**src/rtl/raf_pkg.sv**
```systemverilog
package raf_pkg;
   localparam int unsigned ADDR_BITS = 48;
   localparam int unsigned WORD_W    = 16;
   localparam int unsigned SLOT_WDS  = ADDR_BITS / WORD_W;
   localparam logic [31:0] CRC_POLY  = 32'hEDB8_8320;

   typedef enum logic [2:0] {
      MT_NONE    = 3'd0,
      MT_EXACT   = 3'd1,
      MT_BCAST   = 3'd2,
      MT_HASH    = 3'd3,
      MT_PROMISC = 3'd4
   } match_t;
endpackage

```
**src/rtl/raf_cfg_regs.sv**
```systemverilog
module raf_cfg_regs
   import raf_pkg::*;
#(
   parameter int unsigned NUM_SLOTS = 4,
   parameter int unsigned TBL_WORDS = 4,
   parameter int unsigned ADDR_W    = 6,
   parameter int unsigned SLOT_BASE = 8
) (
   input  logic                            clk,
   input  logic                            rst_n,
   input  logic                            we,
   input  logic [ADDR_W-1:0]               addr,
   input  logic [WORD_W-1:0]               wdata,
   output logic                            promisc,
   output logic                            hash_en,
   output logic [NUM_SLOTS-1:0]            slot_en,
   output logic [TBL_WORDS*WORD_W-1:0]     hash_tbl,
   output logic [NUM_SLOTS*ADDR_BITS-1:0]  slot_addr
);
   localparam int unsigned EN_LSB = 8;

   always_ff @(posedge clk) begin
      if (!rst_n) begin
         promisc <= 1'b0;
         hash_en <= 1'b0;
         slot_en <= '0;
      end else if (we && addr == '0) begin
         promisc <= wdata[0];
         hash_en <= wdata[1];
         slot_en <= wdata[EN_LSB +: NUM_SLOTS];
      end
   end

   for (genvar w = 0; w < TBL_WORDS; w++) begin : g_tbl
      always_ff @(posedge clk) begin
         if (!rst_n)
            hash_tbl[w*WORD_W +: WORD_W] <= '0;
         else if (we && addr == ADDR_W'(1 + w))
            hash_tbl[w*WORD_W +: WORD_W] <= wdata;
      end
   end

   for (genvar s = 0; s < NUM_SLOTS; s++) begin : g_slot
      for (genvar k = 0; k < SLOT_WDS; k++) begin : g_word
         always_ff @(posedge clk) begin
            if (!rst_n)
               slot_addr[s*ADDR_BITS + k*WORD_W +: WORD_W] <= '0;
            else if (we && addr == ADDR_W'(SLOT_BASE + SLOT_WDS*s + k))
               slot_addr[s*ADDR_BITS + k*WORD_W +: WORD_W] <= wdata;
         end
      end
   end
endmodule

```
**src/rtl/raf_hash_index.sv**
```systemverilog
module raf_hash_index
   import raf_pkg::*;
#(
   parameter int unsigned IDX_W    = 6,
   parameter int unsigned HASH_TOP = 28
) (
   input  logic [ADDR_BITS-1:0] addr,
   output logic [IDX_W-1:0]     idx
);
   function automatic logic [31:0] crc_rev(input logic [ADDR_BITS-1:0] d);
      logic [31:0] c;
      logic [31:0] r;
      logic        fb;
      c = '1;
      for (int i = 0; i < ADDR_BITS; i++) begin
         fb = c[0] ^ d[i];
         c  = c >> 1;
         if (fb) c = c ^ CRC_POLY;
      end
      for (int k = 0; k < 32; k++) r[k] = c[31-k];
      return r;
   endfunction

   logic [31:0] rev;
   assign rev = crc_rev(addr);
   assign idx = rev[HASH_TOP -: IDX_W];
endmodule

```
**src/rtl/raf_exact_match.sv**
```systemverilog
module raf_exact_match
   import raf_pkg::*;
#(
   parameter int unsigned NUM_SLOTS = 4
) (
   input  logic [ADDR_BITS-1:0]           addr,
   input  logic [NUM_SLOTS-1:0]           slot_en,
   input  logic [NUM_SLOTS*ADDR_BITS-1:0] slot_addr,
   output logic                           any_hit
);
   logic [NUM_SLOTS-1:0] hit;

   for (genvar s = 0; s < NUM_SLOTS; s++) begin : g_cmp
      assign hit[s] = slot_en[s] && (slot_addr[s*ADDR_BITS +: ADDR_BITS] == addr);
   end

   assign any_hit = |hit;
endmodule

```
**src/rtl/rx_addr_filter.sv**
```systemverilog
module rx_addr_filter
   import raf_pkg::*;
#(
   parameter int unsigned NUM_SLOTS = 4,
   parameter int unsigned TBL_WORDS = 4,
   parameter int unsigned ADDR_W    = 6,
   parameter int unsigned HASH_TOP  = 28
) (
   input  logic              clk,
   input  logic              rst_n,
   input  logic              cfg_we,
   input  logic [ADDR_W-1:0] cfg_addr,
   input  logic [15:0]       cfg_wdata,
   input  logic              da_valid,
   input  logic [47:0]       da_addr,
   output logic              res_valid,
   output logic              res_accept,
   output logic [2:0]        res_type
);
   localparam int unsigned SLOT_BASE = 8;
   localparam int unsigned TBL_BITS  = TBL_WORDS * WORD_W;
   localparam int unsigned IDX_W     = $clog2(TBL_BITS);

   if (NUM_SLOTS < 1 || NUM_SLOTS > 8) begin : g_bad_slots
      $error("NUM_SLOTS must be 1..8");
   end
   if ((1 << IDX_W) != TBL_BITS) begin : g_bad_tbl
      $error("table bit count must be a power of two");
   end
   if (1 + TBL_WORDS > SLOT_BASE) begin : g_bad_map
      $error("hash words overlap slot registers");
   end
   if (SLOT_BASE + SLOT_WDS*NUM_SLOTS > (1 << ADDR_W)) begin : g_bad_aw
      $error("ADDR_W too small for register map");
   end
   if (HASH_TOP > 31 || HASH_TOP + 1 < IDX_W) begin : g_bad_top
      $error("HASH_TOP out of range");
   end

   logic                           promisc, hash_en, exact_hit;
   logic [NUM_SLOTS-1:0]           slot_en;
   logic [TBL_BITS-1:0]            hash_tbl;
   logic [NUM_SLOTS*ADDR_BITS-1:0] slot_addr;
   logic [IDX_W-1:0]               idx;

   raf_cfg_regs #(
      .NUM_SLOTS(NUM_SLOTS), .TBL_WORDS(TBL_WORDS),
      .ADDR_W(ADDR_W), .SLOT_BASE(SLOT_BASE)
   ) i_regs (
      .clk(clk), .rst_n(rst_n), .we(cfg_we), .addr(cfg_addr), .wdata(cfg_wdata),
      .promisc(promisc), .hash_en(hash_en), .slot_en(slot_en),
      .hash_tbl(hash_tbl), .slot_addr(slot_addr)
   );

   raf_hash_index #(.IDX_W(IDX_W), .HASH_TOP(HASH_TOP)) i_hash (
      .addr(da_addr), .idx(idx)
   );

   raf_exact_match #(.NUM_SLOTS(NUM_SLOTS)) i_exact (
      .addr(da_addr), .slot_en(slot_en), .slot_addr(slot_addr), .any_hit(exact_hit)
   );

   logic   is_bcast, is_mcast, hash_hit;
   match_t kind;

   assign is_bcast = &da_addr;
   assign is_mcast = da_addr[0] && !is_bcast;
   assign hash_hit = hash_en && is_mcast && hash_tbl[idx];

   always_comb begin
      if (promisc)                    kind = MT_PROMISC;
      else if (hash_hit)              kind = MT_HASH;
      else if (exact_hit && is_bcast) kind = MT_BCAST;
      else if (exact_hit)             kind = MT_EXACT;
      else                            kind = MT_NONE;
   end

   always_ff @(posedge clk) begin
      if (!rst_n) begin
         res_valid  <= 1'b0;
         res_accept <= 1'b0;
         res_type   <= MT_NONE;
      end else begin
         res_valid  <= da_valid;
         res_accept <= da_valid && (kind != MT_NONE);
         res_type   <= da_valid ? kind : MT_NONE;
      end
   end
endmodule

```
**config.mk**
```make
export PLATFORM = sky130hd
export DESIGN_NAME = rx_addr_filter
export DESIGN_NICKNAME = d
export VERILOG_FILES = /design/src/rtl/raf_pkg.sv /design/src/rtl/raf_cfg_regs.sv /design/src/rtl/raf_hash_index.sv /design/src/rtl/raf_exact_match.sv /design/src/rtl/rx_addr_filter.sv
export SDC_FILE = /design/constraint.sdc
export NUM_CORES = 1
export LEC_CHECK = 0
export BUFFER_PORTS_ARGS = -buffer_cell sky130_fd_sc_hd__clkbuf_2
export CORE_UTILIZATION = 45
export DETAILED_ROUTE_END_ITERATION = 10
export GPL_TIMING_DRIVEN = 0
export PLACE_DENSITY_LB_ADDON = 0.12
export SYNTH_ARGS = -nofsm -noshare
export SYNTH_HDL_FRONTEND = slang
export SYNTH_HIERARCHICAL = 1
export SYNTH_SLANG_ARGS = --single-unit
```
**constraint.sdc**
```tcl
create_clock -name clk -period 6.4 [get_ports clk]
set_input_delay 1.28 -clock clk [delete_from_list [all_inputs] [get_ports clk]]
set_output_delay 1.28 -clock clk [all_outputs]
set_load 0.005 [all_outputs]
```
Yosys cells after proc, flatten, opt, wreduce, memory -nomap -nowiden
Index checks and enable logic that the tools add are counted.
- register bits: 267
- input port bits: 74
- logic and storage cells: 223
- magnitude comparators: 1
- eq/ne operators: 20
- mux-type cells: 54
- bitwise logic cells: 94
- reduce and logical (&&, ||, !) cells: 32
- operator list (cell ; number):
    $mux W32 ; 25
    $not A13 Y14 ; 24
    $eq A48 B48 Y1 ; 4
    $mux W16 ; 4
    $mux W10 ; 6
    $mux W28 ; 2
    $mux W25 ; 2
    $eq A6 B4 Y1 const B ; 8
    $reduce_and A48 Y1 ; 1
    $xor A1 B1 Y1 ; 47
    $mux W22 ; 2
    $mux W31 ; 1
    $mux W30 ; 1
    $mux W27 ; 1
    $logic_and A1 B1 Y1 ; 26
    $eq A6 B5 Y1 const B ; 4
    $mux W24 ; 1
    $not A11 Y11 ; 2
    $mux W21 ; 1
    $mux W20 ; 1
    $not A3 Y3 ; 6
    $not A9 Y9 ; 2
    $not A4 Y4 ; 4
    $not A7 Y7 ; 2
    other kinds (21) ; 24

Longest topological paths before layout
- depth in word-level cells: 102
- gate-level depth with buffers: 17
- gate-level depth less buffers: 14

Hierarchy
Netlist, hierarchy kept.
- by module, submodules not included (module ; instances ; cells each ; area an instance (um2) ; sequential area each (um2)):
    raf_cfg_regs ; 1 ; 901 ; 9586.7 ; 5245.0
    raf_hash_index ; 1 ; 202 ; 2571.2 ; 0.0
    raf_exact_match ; 1 ; 288 ; 2188.3 ; 0.0
    rx_addr_filter ; 1 ; 95 ; 879.6 ; 100.1

Worst setup path after synthesis
Ideal clock, no wire load.
- kind: input to register
- start point: input port da_addr[9]
- end point: register res_type[1]
- data arrival time: 5.423 ns
- slack: 0.853 ns
- stages on the path: 16
- buffers on the path: 2
- path through: buf_2 xnor2_4 xnor3_2 xnor3_2 xnor2_1 xnor3_2 xnor3_1 xnor2_2 xnor3_1 buf_6 mux4_2 nor2b_4 a211oi_2 a211oi_1 o211ai_2 o22ai_1
- elaborated cells between the ends (all ways): 124
- RTL lines (what ; RTL line ; text):
    start, declared ; rx_addr_filter.sv:15 ; input logic [47:0] da_addr,
    $xor A1 B1 Y1 (*) ; raf_hash_index.sv:16 ; fb = c[0] ^ d[i];
    $mux W32 (*) (6 in a row) ; raf_hash_index.sv:18 ; if (fb) c = c ^ CRC_POLY;
    $xor A1 B1 Y1 or $not A13 Y14 (tied branches) ; n/a ;
    $mux W32 (*) ; raf_hash_index.sv:18 ;
    $not A13 Y14 (no source line) or $mux W32 (tied branches) ; n/a ;
    $mux W32 (*) ; raf_hash_index.sv:18 ;
    $not A13 Y14 (no source line) or $mux W32 (tied branches) ; n/a ;
    $mux W32 (*) (2 in a row) ; raf_hash_index.sv:18 ;
    [39 not listed] ; n/a ;
    $xor A1 B1 Y1 or $not A2 Y2 (tied branches) ; n/a ;
    $mux W9 (*) ; raf_hash_index.sv:18 ;
    via idx[0] ; rx_addr_filter.sv:44 ; logic [IDX_W-1:0] idx;
    $bmux W1 S6 (*) ; rx_addr_filter.sv:68 ; assign hash_hit = hash_en && is_mcast && hash_tbl[idx];
    $mux W1 (implied by the code) (*) ; rx_addr_filter.sv:68 ;
    $logic_and A1 B1 Y1 (*) ; rx_addr_filter.sv:68 ;
    $mux W2 (*) ; rx_addr_filter.sv:72 ; else if (hash_hit) kind = MT_HASH;
    $mux W3 (*) ; rx_addr_filter.sv:71 ; if (promisc) kind = MT_PROMISC;
    end signal, assigned ; rx_addr_filter.sv:86 ; res_type <= da_valid ? kind : MT_NONE;
    end, declared ; rx_addr_filter.sv:18 ; output logic [2:0] res_type
Mark *: on every way through the listed nets, which the timed path passes. The select of a mux whose other input is x is not followed.
A chain may end at the register's enable or synchronous reset.

Final worst setup path
- start point: input port da_addr[4]
- end point: register res_accept
- longest elaborated chain between the ends: 70
- elaborated cells between the ends (all ways): 142
- RTL lines (what ; RTL line ; text):
    $xor A1 B1 Y1 (*) ; raf_hash_index.sv:16 ;
    $mux W32 (*) ; raf_hash_index.sv:18 ;
    $not A13 Y14 (no source line) ; n/a ;
    $mux W32 (*) (3 in a row) ; raf_hash_index.sv:18 ;
    $not A13 Y14 (no source line) or $mux W32 (tied branches) ; n/a ;
    $mux W32 (*) (6 in a row) ; raf_hash_index.sv:18 ;
    $xor A1 B1 Y1 or $mux W32 (tied branches) ; raf_hash_index.sv:16, raf_hash_index.sv:18 ;
    $mux W32 (*) ; raf_hash_index.sv:18 ;
    [48 not listed] ; n/a ;
    via idx[0] ; rx_addr_filter.sv:44 ;
    $bmux W1 S6 (*) ; rx_addr_filter.sv:68 ;
    $mux W1 (implied by the code) (*) ; rx_addr_filter.sv:68 ;
    $logic_and A1 B1 Y1 (*) ; rx_addr_filter.sv:68 ;
    $mux W2 (*) ; rx_addr_filter.sv:72 ;
    $mux W3 (*) ; rx_addr_filter.sv:71 ;
    $reduce_bool A3 Y1 (*) ; rx_addr_filter.sv:85 ; res_accept <= da_valid && (kind != MT_NONE);
    $logic_and A1 B1 Y1 (*) ; rx_addr_filter.sv:85 ;
    end signal, assigned ; rx_addr_filter.sv:85 ;
    end, declared ; rx_addr_filter.sv:17 ; output logic res_accept,
Marks and branches as above.

==> impl_results.rst <==
.. list-table::
   :header-rows: 1

   * - Metric
     - Value
   * - Run status
     - completed
   * - Area of the core region
     - roughly 33000 um2
   * - Seq cells post-synth
     - 267
   * - Pin slew with the least headroom to its limit
     - ~1.2 ns
   * - Number of global-route vias before repair
     - 11200
   * - Launch instance of the worst register-to-register path
     - i_regs/slot_addr[15]
   * - Die span in y
     - 186 um
   * - Routability cong.
     - 0.909
   * - Met3 track demand over resource in global routing
     - approximately 4.5%
   * - Die area
     - 34600 um2
   * - Hold Crit Start
     - i_regs/hash_tbl[56]
   * - Finished Core Util
     - 52.2%
   * - Slowest cell on the critical path
     - sky130_fd_sc_hd__mux4_1
   * - RSZ-0062 raised after global routing
     - false
   * - Finished Cell Area
     - about 17000 um2
   * - Maximum level of the CTS H-tree
     - 1
   * - Number of cells traversed by the worst hold path
     - 2
   * - Routed via count
     - about 11000
   * - Global-route wire length before repair
     - 76000 um
   * - Arrival time reported for the critical path endpoint
     - 6.72 ns
   * - Initial antenna violation count
     - 0
   * - GRT Residual Overflow
     - 0
   * - Met1 Resource Use GR
     - 41.7%
   * - Post-synth net total
     - between 1500 and 2000
   * - Footprint of the multi-input gates
     - slightly above 9000 um2
   * - Clock tree from TritonCTS
     - built
   * - Most used routing layer in global routing
     - met2
   * - I/O pin count
     - 79
   * - Number of buffers created by CTS
     - 30
   * - Endpoints failing setup
     - 0
   * - Via density per instance
     - 5.54
   * - Buffer count from post-CTS setup fixing
     - 0
   * - Endpoints failing hold
     - 0
   * - Row Count
     - 66
   * - DRC violation count after routing
     - 0
   * - Warnings, synthesis
     - 6
   * - Chip width
     - between 150 and 200 um
   * - Sinks on the clock net
     - about 270
   * - Wire length reported by the detailed router
     - 53000 um
   * - Number of pins exceeding their max-slew limit in the final report
     - 0
   * - Clk Latency, worst-skew pair
     - 0.56 ns
   * - Drt first pass iters
     - 5
   * - RR Endpoint
     - res_type[1]
   * - Data required time of the critical path
     - 6.84 ns
   * - Fraction of post-synthesis cell area in the top cell type by area
     - 35.1%
   * - Initial Util
     - 46.2%
   * - End point of the worst hold path
     - i_regs/hash_tbl[56]
   * - Number of distinct library cell variants in the gate-level netlist after synthesis
     - roughly 60
   * - Flop-to-flop setup slack
     - approximately 4 ns
   * - FF-to-FF path depth
     - 8
   * - CP Max Fanout
     - 9
   * - Type of the tightest min-delay check
     - flop to flop
   * - Chain of cells forming the critical path
     - clkbuf_2, buf_4, xnor2_1, xor3_1, xnor2_1, xor3_1, xnor3_2, xnor3_1, xnor2_2, xnor3_1, buf_6, mux4_1, mux2i_1, mux2_2, o2111ai_1, nand3_1, o22ai_1
   * - Final antenna-violating net count
     - 0
   * - Register area share after synthesis
     - a little over a third
   * - Time the final worst path needs with I/O delays and setup
     - 6.29 ns
   * - Top post-synthesis cells by area
     - sky130_fd_sc_hd__dfxtp_1 (35%), sky130_fd_sc_hd__mux2i_1 (19%), sky130_fd_sc_hd__xor2_1 (10%)
   * - Setup_tns
     - 0 ns
   * - Number of antenna repair diodes
     - 0
   * - Signed area change from the synthesized netlist to the final layout
     - 12.9%
   * - Max-cap violations
     - 0
   * - Critical path's largest stage delay
     - 0.57 ns
   * - Final HPWL DP
     - 37600 um
   * - Register clock-pin slew on the reported worst setup and hold paths
     - 0.06 ns
   * - Number of buffers inserted by port buffering
     - 77
   * - Maximum buffer depth of the clock tree
     - 3
   * - Detailed router's first-iteration violation count
     - 1184
   * - Primary FF master, synth
     - sky130_fd_sc_hd__dfxtp_1
   * - Netlist Area Pre-Place
     - 15200 um2
   * - Area of placed instances
     - 16200 um2
   * - Upper clock frequency limit
     - 0.159 GHz
   * - CP Launch Type
     - input pin
   * - Root buffer cell
     - sky130_fd_sc_hd__clkbuf_16
   * - Gate count after technology mapping
     - around 1500
   * - Fraction of layout instances using a drive strength above 1
     - 13.6%
   * - Maximum number of pins on one net before global-route repair
     - 15
   * - Final worst-path cycle share
     - 98.2%
   * - Number of nets in the finished design
     - 1669
   * - Leading area contributor after synthesis
     - sky130_fd_sc_hd__dfxtp_1
   * - Worst slew margin relative to its limit
     - 20.4%
   * - Async set or reset register ratio after synthesis
     - 0%
   * - Aggregate global-route resource usage
     - between 30% and 40%
   * - Count of placed standard cells in the final layout, fillers left out
     - 2057
   * - Sequential standard cell area
     - 5350 um2
   * - Endpoint kind of the worst setup timing path
     - flop
   * - Startpoint-to-endpoint class of the critical path
     - input pin to flop
   * - Met2 layer usage reported by global route
     - 50.0%
   * - Number of synthesized flops with an enable pin
     - 0
   * - Average detailed-routed wire length per instance
     - ~26 um
   * - Fillers
     - 3078
   * - Clock tree skew after final layout
     - 0.0101 ns
   * - Average footprint of a synthesized cell
     - roughly 10 um2
   * - Cell total after placement
     - 2005
## what timing repair did
| item | 4_1_cts | 5_1_grt |
|---|---|---|
| hold buffers | 0 | 0 |
| resized for setup | 0 | 5 |
| setup endpoints to repair | 0 | 3 |
## metal layers
metal	up-vias	wire length, um
met2	436	24000
met5	-	0
met3	116	3750
met4	0	2400
li1	5251	-
met1	5585	22900
## final cells by class
type / count / share of cell area [%]
inverter: 21 / 0.458
buffer: 98 / 3.22
clock inverter: 6 / 0.466
tap: 442 / 3.22
sequential: 267 / 31.1
multi-input combinational: 1100 / 53.9
clock buffer: 46 / 5.36
timing repair buffer: 77 / 2.24
## synthesized netlist by cell type, types with 4 or more instances
master	instances
sky130_fd_sc_hd__xnor2_1	126
sky130_fd_sc_hd__xnor3_1	36
sky130_fd_sc_hd__xor2_1	174
sky130_fd_sc_hd__nand3_4	5
sky130_fd_sc_hd__a22oi_1	12
sky130_fd_sc_hd__nor2_1	6
sky130_fd_sc_hd__nand2_1	286
sky130_fd_sc_hd__buf_6	13
sky130_fd_sc_hd__a221oi_1	5
sky130_fd_sc_hd__xor3_1	8
sky130_fd_sc_hd__mux2i_1	284
sky130_fd_sc_hd__nand3_1	9
sky130_fd_sc_hd__dfxtp_1	267
sky130_fd_sc_hd__xnor3_2	4
sky130_fd_sc_hd__xnor2_4	4
sky130_fd_sc_hd__nand4_1	27
sky130_fd_sc_hd__inv_1	17
sky130_fd_sc_hd__inv_2	4
sky130_fd_sc_hd__xnor2_2	8
sky130_fd_sc_hd__buf_2	21
sky130_fd_sc_hd__clkbuf_1	50
sky130_fd_sc_hd__nor4_1	43
sky130_fd_sc_hd__o22ai_1	8
sky130_fd_sc_hd__buf_4	12
## placed cells by master (no fill, tap or decap), types with 3 or more instances in the layout
cell type                   instances
sky130_fd_sc_hd__nor4_1            43
sky130_fd_sc_hd__nand2_1          286
sky130_fd_sc_hd__xor3_1             7
sky130_fd_sc_hd__clkbuf_16         31
sky130_fd_sc_hd__xnor2_1          125
sky130_fd_sc_hd__a22oi_1           12
sky130_fd_sc_hd__mux2i_1          284
sky130_fd_sc_hd__nand4b_1           3
sky130_fd_sc_hd__nand4_1           27
sky130_fd_sc_hd__xor2_1           173
sky130_fd_sc_hd__clkbuf_1          56
sky130_fd_sc_hd__xnor3_1           36
sky130_fd_sc_hd__clkbuf_2          77
sky130_fd_sc_hd__mux4_2             3
sky130_fd_sc_hd__clkbuf_8           9
sky130_fd_sc_hd__xnor2_4            5
sky130_fd_sc_hd__xnor3_2            4
sky130_fd_sc_hd__dfxtp_1          267
sky130_fd_sc_hd__and4_1             3
sky130_fd_sc_hd__nor3_1             3
sky130_fd_sc_hd__inv_2              4
sky130_fd_sc_hd__clkinv_2           4
sky130_fd_sc_hd__buf_2             22
sky130_fd_sc_hd__o22ai_1            8
sky130_fd_sc_hd__inv_1             17
sky130_fd_sc_hd__nand3_4            5
sky130_fd_sc_hd__xor2_2             4
sky130_fd_sc_hd__a221oi_1           5
sky130_fd_sc_hd__buf_4             12
sky130_fd_sc_hd__o2bb2ai_1          3
sky130_fd_sc_hd__nor2_1             6
sky130_fd_sc_hd__buf_6             13
sky130_fd_sc_hd__nand3_1            9
sky130_fd_sc_hd__mux4_1             3
sky130_fd_sc_hd__xnor2_2            8
## worst max path at each step
stage | cells after the start | endpoint | slack, ns | start
finish | 17 | res_accept | 0.11 | da_addr[4]
global route | 17 | res_type[1] | 0.009 | da_addr[4]
CTS | 17 | res_accept | 0.1 | da_addr[0]
detailed placement | 17 | res_accept | -0.47 | da_addr[0]
global placement | 17 | res_accept | -0.47 | da_addr[0]
floorplan | 16 | res_type[1] | 0.85 | da_addr[9]
## state kept, by name (all words and copies together) (netlist names)
name and flops:
i_regs/promisc 1, i_regs/hash_tbl 64, res_valid 1, i_regs/slot_en 4, i_regs/slot_addr 192, res_type 3
i_regs/hash_en 1, res_accept 1
## critical path, delay by kind of cell
kind | cells | cell delay (ns)
and+or+nand+nor | 1 | 0.18
muxes | 3 | 1.09
buffers and inverters | 3 | 0.75
xor gates and xnor gates | 8 | 3.06
AOI/OAI and AO/OA | 2 | 0.35
## stage by stage
step / setup WS (ns) / hold slack, ns
2_1_floorplan: 0.853 / 0.434
3_3_place_gp: -0.467 / 0.439
3_5_place_dp: -0.472 / 0.449
4_1_cts: 0.0958 / 0.456
5_1_grt: 0.00890 / 0.475
6_report: 0.114 / 0.456
## logic make-up after synthesis
group	after synthesis	synth area share, %
buf+inv	119	4.16
compound gates	39	1.93
simple gates	407	12.7
xor+xnor	363	26.4
flops	267	35.1
mux	291	19.7
Power is left out: the tool's default activity adds up to more than one toggle a clock period on the data nets, which glitch-free logic cannot reach.
